<file path="src/rtl/onecold_dec_pkg.sv">
`timescale 1ns/1ps
package onecold_dec_pkg;
  // gate vector width for a given address width
  function automatic int unsigned gate_w_for(int unsigned addr_w);
    return (addr_w == 3) ? 3 : 1;
  endfunction
endpackage

</file>
<file path="src/rtl/dec_gate_qualify.sv">
`timescale 1ns/1ps
module dec_gate_qualify #(
  parameter int unsigned GATE_W = 3
) (
  input  logic [GATE_W-1:0] gate_i,
  output logic              en_o
);
  generate
    if (GATE_W == 3) begin : g_three_gate
      // bit0 active-high, bits 1 and 2 active-low
      assign en_o = gate_i[0] & ~gate_i[1] & ~gate_i[2];
    end else begin : g_single_gate
      assign en_o = ~gate_i[0];
    end
  endgenerate
endmodule

</file>
<file path="src/rtl/dec_onehot.sv">
`timescale 1ns/1ps
module dec_onehot #(
  parameter int unsigned ADDR_W = 3,
  localparam int unsigned OUT_N = 1 << ADDR_W
) (
  input  logic [ADDR_W-1:0] addr_i,
  input  logic              en_i,
  output logic [OUT_N-1:0]  hot_o
);
  for (genvar i = 0; i < OUT_N; i++) begin : g_term
    assign hot_o[i] = en_i & (addr_i == ADDR_W'(i));
  end
endmodule

</file>
<file path="src/rtl/onecold_decoder.sv">
`timescale 1ns/1ps
module onecold_decoder #(
  parameter int unsigned ADDR_W = 3,
  localparam int unsigned GATE_W = onecold_dec_pkg::gate_w_for(ADDR_W),
  localparam int unsigned OUT_N  = 1 << ADDR_W
) (
  input  logic [ADDR_W-1:0] addr_i,
  input  logic [GATE_W-1:0] gate_i,
  output logic [OUT_N-1:0]  sel_no
);
  logic             en;
  logic [OUT_N-1:0] hot;

  dec_gate_qualify #(.GATE_W(GATE_W)) u_qualify (
    .gate_i(gate_i),
    .en_o  (en)
  );

  dec_onehot #(.ADDR_W(ADDR_W)) u_onehot (
    .addr_i(addr_i),
    .en_i  (en),
    .hot_o (hot)
  );

  assign sel_no = ~hot;

  always_comb begin
    p_at_most_one_low_r6: assert ($countones(~sel_no) <= 1)
      else $error("more than one select low");
    if (en) begin
      p_addr_line_low_r1: assert (sel_no[addr_i] == 1'b0)
        else $error("addressed line not low");
    end else begin
      p_idle_all_high_r3: assert (&sel_no)
        else $error("line low while disabled");
    end
    p_low_iff_enabled_r2: assert ((&sel_no) != en)
      else $error("enable and output disagree");
  end
endmodule

</file>
<file path="config.mk">
export PLATFORM = sky130hd
export DESIGN_NAME = onecold_decoder
export DESIGN_NICKNAME = d
export VERILOG_FILES = /design/src/rtl/onecold_dec_pkg.sv /design/src/rtl/dec_gate_qualify.sv /design/src/rtl/dec_onehot.sv /design/src/rtl/onecold_decoder.sv
export SDC_FILE = /design/constraint.sdc
export NUM_CORES = 1
export LEC_CHECK = 0
export BUFFER_PORTS_ARGS = -buffer_cell sky130_fd_sc_hd__buf_2
export CORE_AREA = 2 2 39 41
export DETAILED_ROUTE_END_ITERATION = 10
export DIE_AREA = 0 0 41 43
export GPL_ROUTABILITY_DRIVEN = 0
export GPL_TIMING_DRIVEN = 0
export PLACE_DENSITY_LB_ADDON = 0.05
export SLEW_MARGIN = 30
export SYNTH_ARGS = -nofsm -noshare
export SYNTH_HDL_FRONTEND = slang
export SYNTH_SLANG_ARGS = --single-unit
export TNS_END_PERCENT = 1
</file>
<file path="constraint.sdc">
create_clock -name vclk -period 1.2
set_input_delay 0.36 -clock vclk [all_inputs]
set_output_delay 0.36 -clock vclk [all_outputs]
set_load 0.1 [all_outputs]
</file>
* Word level (Yosys, flattened, before mapping) *
Cells that the tools add are included.

operators by class
  eq/ne operators = 7
  bitwise operators = 13
  reduce and logical (&&, ||, !) cells = 1

operators with widths
  operator            number
  $eq 3x3->1 const B  4
  $and 1x1->1         10
  $not 8->8           1
  $eq 3x2->1 const B  2
  $eq 3x1->1 const B  1
  $logic_not 3->1     1
  $not 1->1           2

storage, ports and cells
  flip-flop bits (word level) = 0
  input port bits = 6
  output and inout bits = 8

* Depth between registers and ports, before layout *
Gate-level depths: netlist of the first run.

  word-level depth = 5
  gate-level depth with buffers = 2
  depth with buffers taken out = 2

* Cells and area by module *
Synthesis of the first run repeated with hierarchy kept, for this count alone.

second synthesis, totals
  cells, all modules = 17
  area, all modules = 138.9 µm²

by module, submodules not included
  module            times used  cells an instance  area an instance (µm²)  seq. area each (µm²)
  dec_onehot        1           8                  96.3                    0.0
  onecold_decoder   1           8                  30.0                    0.0
  dec_gate_qualify  1           1                  12.5                    0.0

* Worst setup path before layout of the first run *
No wires, ideal clock.

  kind = in2out
  start = in gate_i[1]
  end = out sel_no[7]
  arrival time = 1.416 ns
  setup slack = -0.576 ns
  stages = 2
  buffers on the path = 0
  cells stage by stage = and4bb_1 -> nand3_1

on the way
  longest elaborated chain between the ends = 5

RTL lines
  element                   RTL line                text
  from (decl)               onecold_decoder.sv:8    input logic [GATE_W-1:0] gate_i,
  $not 1->1                 dec_gate_qualify.sv:11  assign en_o = gate_i[0] & ~gate_i[1] & ~gate_i[2];
  $and 1x1->1 (2 in a row)  dec_gate_qualify.sv:11
  $and 1x1->1               dec_onehot.sv:11        assign hot_o[i] = en_i & (addr_i == ADDR_W'(i));
  $not 8->8                 onecold_decoder.sv:25   assign sel_no = ~hot;
  to (decl)                 onecold_decoder.sv:9    output logic [OUT_N-1:0] sel_no

No other way between the ends.

* Final worst setup path of the first run *
  start = in gate_i[1]
  end = out sel_no[3]

Same word-level chain as after synthesis.

==> flow_metrics.tcl, run 1 <==
set metrics [dict create \
    holdBufCountCts 0 \
    cp.arrival_ns 1.15 \
    top_layer "met3" \
    synthesis.nets 19 \
    antenna_found_initial 0 \
    worst_pin_slew_ns 0.204 \
    period_share_pct 126 \
    grt_pass1_wl_um 634 \
    path_class "in2out" \
    ys_seq_area_share_pct 0 \
    start_util_pct 6.51 \
    drt.antenna.violating_nets 0 \
    drive_gt1_share_pct 89.3 \
    synthTopCellsByArea "nor4b_4, nand2_1, and4bb_1" \
    crit_path_max_fanout 4 \
    fin_crit_ns 1.51 \
    synth_area_per_cell_um2 6.93 \
    wl_met2_um 191 \
    drc_errors 0 \
    slew_headroom_pct 86.4 \
    die_y_um 43 \
    die_x_um 41 \
    grt-ovfl-total 0 \
    violations "negative setup slack" \
    whs_ns 1.11 \
    via_per_inst 3.41 \
    core-area_um2 1380 \
    grt_util_all_layers_pct 4.80 \
    seq_area_um2 0 \
    wl_per_cell_um 8.00 \
    syn_inst 13 \
    n_antenna_cell 0 \
    grt_start_max_net_pins 6 \
    synth_cell_type_count 7 \
    ys_warn_count 0 \
    maxCapViolCount 0 \
    setup_viol 8 \
    start_kind "input pin" \
    syn_area_um2 90.1 \
    finalMaxSlewViolations 0 \
    fin_cells 44 \
    rsz0062_at_grt "yes" \
    wl_met1_um 123 \
    syn_to_final_growth_pct 257 \
    finalHoldViolCount 0 \
    synth_top_area_share_pct 26.4 \
    nFillCells 152 \
    dr_wl_met3_um 37 \
    cp.required_ns 0.84 \
    hp-class "in2out" \
    clkbuf_count 0 \
    num_vias 150 \
    p_leak_nw 0.123 \
    power-per-cell-area_nw_per_um2 231 \
    peakVddDrop_mv 0.103 \
    place_hpwl_um 320 \
    placedCellCount 43 \
    nFlopsAndLatches 0 \
    status "finished with violations" \
    drt_wl_total_um 352 \
    drt_iter0_drc 0 \
    boundaryPins 14 \
    timing.final.ws_setup_ns -0.309 \
    grt_pass1_vias 143 \
    critPathCaptureType "output pin" \
    fin_nets 36 \
    dieArea_um2 1760 \
    io_buffers 14 \
    rows 14 \
    max_freq_ghz 0.663 \
    firstDrtPassIters 1 \
    yosys.area.top_type "nor4b_4" \
    tns_ns -2.22 \
]
stage by stage:
step	power [mW]	cell area (um2)	utilization, %	setup slack [ns]
2_1_floorplan	0.0360	125	-	-0.363
3_3_place_gp	0.0598	215	15.6	-0.523
3_5_place_dp	0.0603	215	15.6	-0.527
4_1_cts	0.0733	318	23.0	-0.311
5_1_grt	0.0787	322	23.2	-0.346
6_report	0.0742	322	23.2	-0.309
logic make-up (layout without fill, tap and decap cells):
family	after synthesis	after routing	share of synthesized area [%]
buffers and inverters	0	15	0
AND/OR/NAND/NOR	13	13	100
worst max-delay path, stage by stage:
cell and delay (ns):
buf_8 0.10, nor4b_4 0.24, buf_4 0.19, nand3_4 0.08, buf_12 0.17
worst paths after layout:
kind,startpoint,to,depth (start not counted)
setup / recovery,gate_i[1],sel_no[3],5
hold / removal,addr_i[0],sel_no[3],3
cells in the final DEF (no fill, tap or decap), drive strengths merged:
cell and n:
nor2 1, nand2 6, nor2b 2, nand3 2, and4bb 1, buf 15
nor4b 1
timing repair:
action                                  in CTS  in global routing
pin swaps                                    1                  0
gates resized for setup                     27                  1
endpoints found under the setup margin       8                  8
buffers inserted                             1                  0
hold endpoints to repair                     0                  0
Yosys cell counts, drive strengths merged:
cell type / n
nand2: 6
nand3: 2
nor2b: 2
and4bb: 1
nor2: 1
nor4b: 1
routing by layer:
metal | vias to the layer above | GRT usage (%)
li1 | 75 | -
met1 | 67 | 6.33
met2 | 8 | 8.75
met3 | 0 | 0
met4 | 0 | 0
met5 | - | 0
layout make-up:
| type | instances | area (um2) | area share [%] |
|---|---|---|---|
| repair buffers | 15 | 173 | 53.7 |
| well taps | 16 | 20.0 | 6.23 |
| multi-input cells | 13 | 129 | 40.1 |
power by group:
group / switching [mW] / total, mW / internal, mW / leakage (nW)
registers: 0 / 0 / 0 / 0
logic: 0.0442 / 0.0742 / 0.0300 / 0.123
clock network: 0 / 0 / 0 / 0
total: 0.0442 / 0.0742 / 0.0300 / 0.123
Note: power is estimated with default switching activity, not from simulation.
==> run 2, diff against run 1 <==
--- a/config.mk
+++ b/config.mk
@@ -11,7 +11,8 @@
 export DIE_AREA = 0 0 41 43
 export GPL_ROUTABILITY_DRIVEN = 0
 export GPL_TIMING_DRIVEN = 0
-export PLACE_DENSITY_LB_ADDON = 0.05
+export PLACE_DENSITY = 0.37
+export SKIP_LAST_GASP = 1
 export SLEW_MARGIN = 30
 export SYNTH_ARGS = -nofsm -noshare
 export SYNTH_HDL_FRONTEND = slang
==> run 2 against run 1 <==
  * Largest power group unchanged
  * Setup slack gained 0.0065 ns
  * Sequential share of layout area is the same
  * The run still ends with negative setup slack left
  * Core utilization shrank 1.9 points
  * Critical endpoint unchanged
==> flow_metrics.tcl, run 2 (synthesized netlist as in run 1, its figures left out) <==
set metrics [dict create \
    finalHoldViolCount 0 \
    cp.arrival_ns 1.14 \
    clkbuf_count 0 \
    nFlopsAndLatches 0 \
    seq_area_um2 0 \
    hp-class "in2out" \
    p_switching_uw 43.3 \
    period_share_pct 125 \
    firstDrtPassIters 1 \
    wl_per_cell_um 8.91 \
    boundaryPins 14 \
    peakVddDrop_mv 0.0693 \
    drc_errors 0 \
    fin_cells 44 \
    tns_ns -2.31 \
    worst_pin_slew_ns 0.280 \
    grt_start_max_net_pins 6 \
    pwr-share-clk_pct 0 \
    placedCellCount 43 \
    p_total_uw 70.6 \
    drt.antenna.violating_nets 0 \
    fin_crit_ns 1.50 \
    drt_iter0_drc 0 \
    slew_headroom_pct 81.5 \
    fin_nets 36 \
    path_class "in2out" \
    p_leak_nw 0.111 \
    pre_cts_slack_ns -0.495 \
    status "finished with violations" \
    nFillCells 152 \
    n_antenna_cell 0 \
    finalMaxSlewViolations 0 \
    grt_pass1_vias 142 \
    place_hpwl_um 346 \
    num_vias 140 \
    die_y_um 43 \
    antenna_found_initial 0 \
    timing.final.ws_setup_ns -0.302 \
    max_freq_ghz 0.666 \
    cp.required_ns 0.84 \
    core-area_um2 1380 \
    min_to "sel_no[3]" \
    die_x_um 41 \
    power-per-cell-area_nw_per_um2 239 \
    rows 14 \
    start_kind "input pin" \
    grt-ovfl-total 0 \
    maxCapViolCount 0 \
    violations "negative setup slack" \
    hold_path_depth 3 \
    combPwrFrac_pct 100.0 \
    holdBufCountCts 0 \
    io_buffers 14 \
    dieArea_um2 1760 \
    grt_util_all_layers_pct 4.70 \
    drive_gt1_share_pct 89.3 \
    setup_viol 8 \
    internal_power_uw 27.3 \
    syn_to_final_growth_pct 228 \
    drt_wl_total_um 392 \
    rsz0062_at_grt "yes" \
    critPathCaptureType "output pin" \
    sequentialPowerShare_pct 0 \
    fin_util_pct 21.3 \
    crit_path_max_fanout 4 \
    final_cell_mix "nand2_2, buf_6, buf_2, buf_4" \
    grt_pass1_wl_um 621 \
    p_sw_share_pct 61.3 \
    via_per_inst 3.18 \
    final_common_cell "nand2_2" \
    start_util_pct 6.51 \
    min_from "addr_i[0]" \
]
==> run 2: cell counts in the layout (fill, tap and decap cells not counted) <==
No cell type changed its count.
==> run 2: area by class of cell <==
class                           instances  area [um2]  share of cell area [%]
Tap cell                               16        20.0                    6.78
Timing Repair Buffer                   15         146                    49.6
Multi-Input combinational cell         13         129                    43.6
==> run 2: critical path: stages <==
cell and delay (ns):
buf_6 0.10, nor4b_4 0.25, buf_4 0.18, nand3_4 0.08, buf_12 0.17
==> run 2: layer usage <==
layer / track usage, % / part of all wire (%)
met4: 0 / 0
met1: 9.18 / 59
met3: 0 / 11
met5: 0 / 0
met2: 5.63 / 29
==> run 2: repair_timing <==
action                                  CTS  global route
buffers inserted                          1             0
gates resized for setup                  19             2
cloned                                    0             0
hold endpoints to repair                  0             0
endpoints found under the setup margin    8             8
pin swaps                                 1             0
==> run 2: worst max path at each step <==
| stage | start | end | slack [ns] | cells after the start |
|---|---|---|---|---|
| final | gate_i[1] | sel_no[3] | -0.30 | 5 |
| after global routing | gate_i[1] | sel_no[1] | -0.35 | 5 |
| after detailed placement | addr_i[2] | sel_no[3] | -0.50 | 4 |
| after global placement | addr_i[2] | sel_no[3] | -0.50 | 4 |
| after floorplan | addr_i[2] | sel_no[0] | -0.36 | 2 |
| after CTS | gate_i[1] | sel_no[3] | -0.30 | 5 |
==> run 2: metrics by stage <==
step           area [um2]  hold WS, ns
2_1_floorplan         125        0.931
3_3_place_gp          215         1.24
3_5_place_dp          215         1.24
4_1_cts               287         1.11
5_1_grt               295         1.12
6_report              295         1.11
==> run 2: power groups by stage <==
stage | combinational [mW] | sequential, mW | clock (mW)
2_1_floorplan | 0.0360 | 0 | 0
3_3_place_gp | 0.0606 | 0 | 0
3_5_place_dp | 0.0600 | 0 | 0
4_1_cts | 0.0704 | 0 | 0
5_1_grt | 0.0747 | 0 | 0
6_report | 0.0706 | 0 | 0
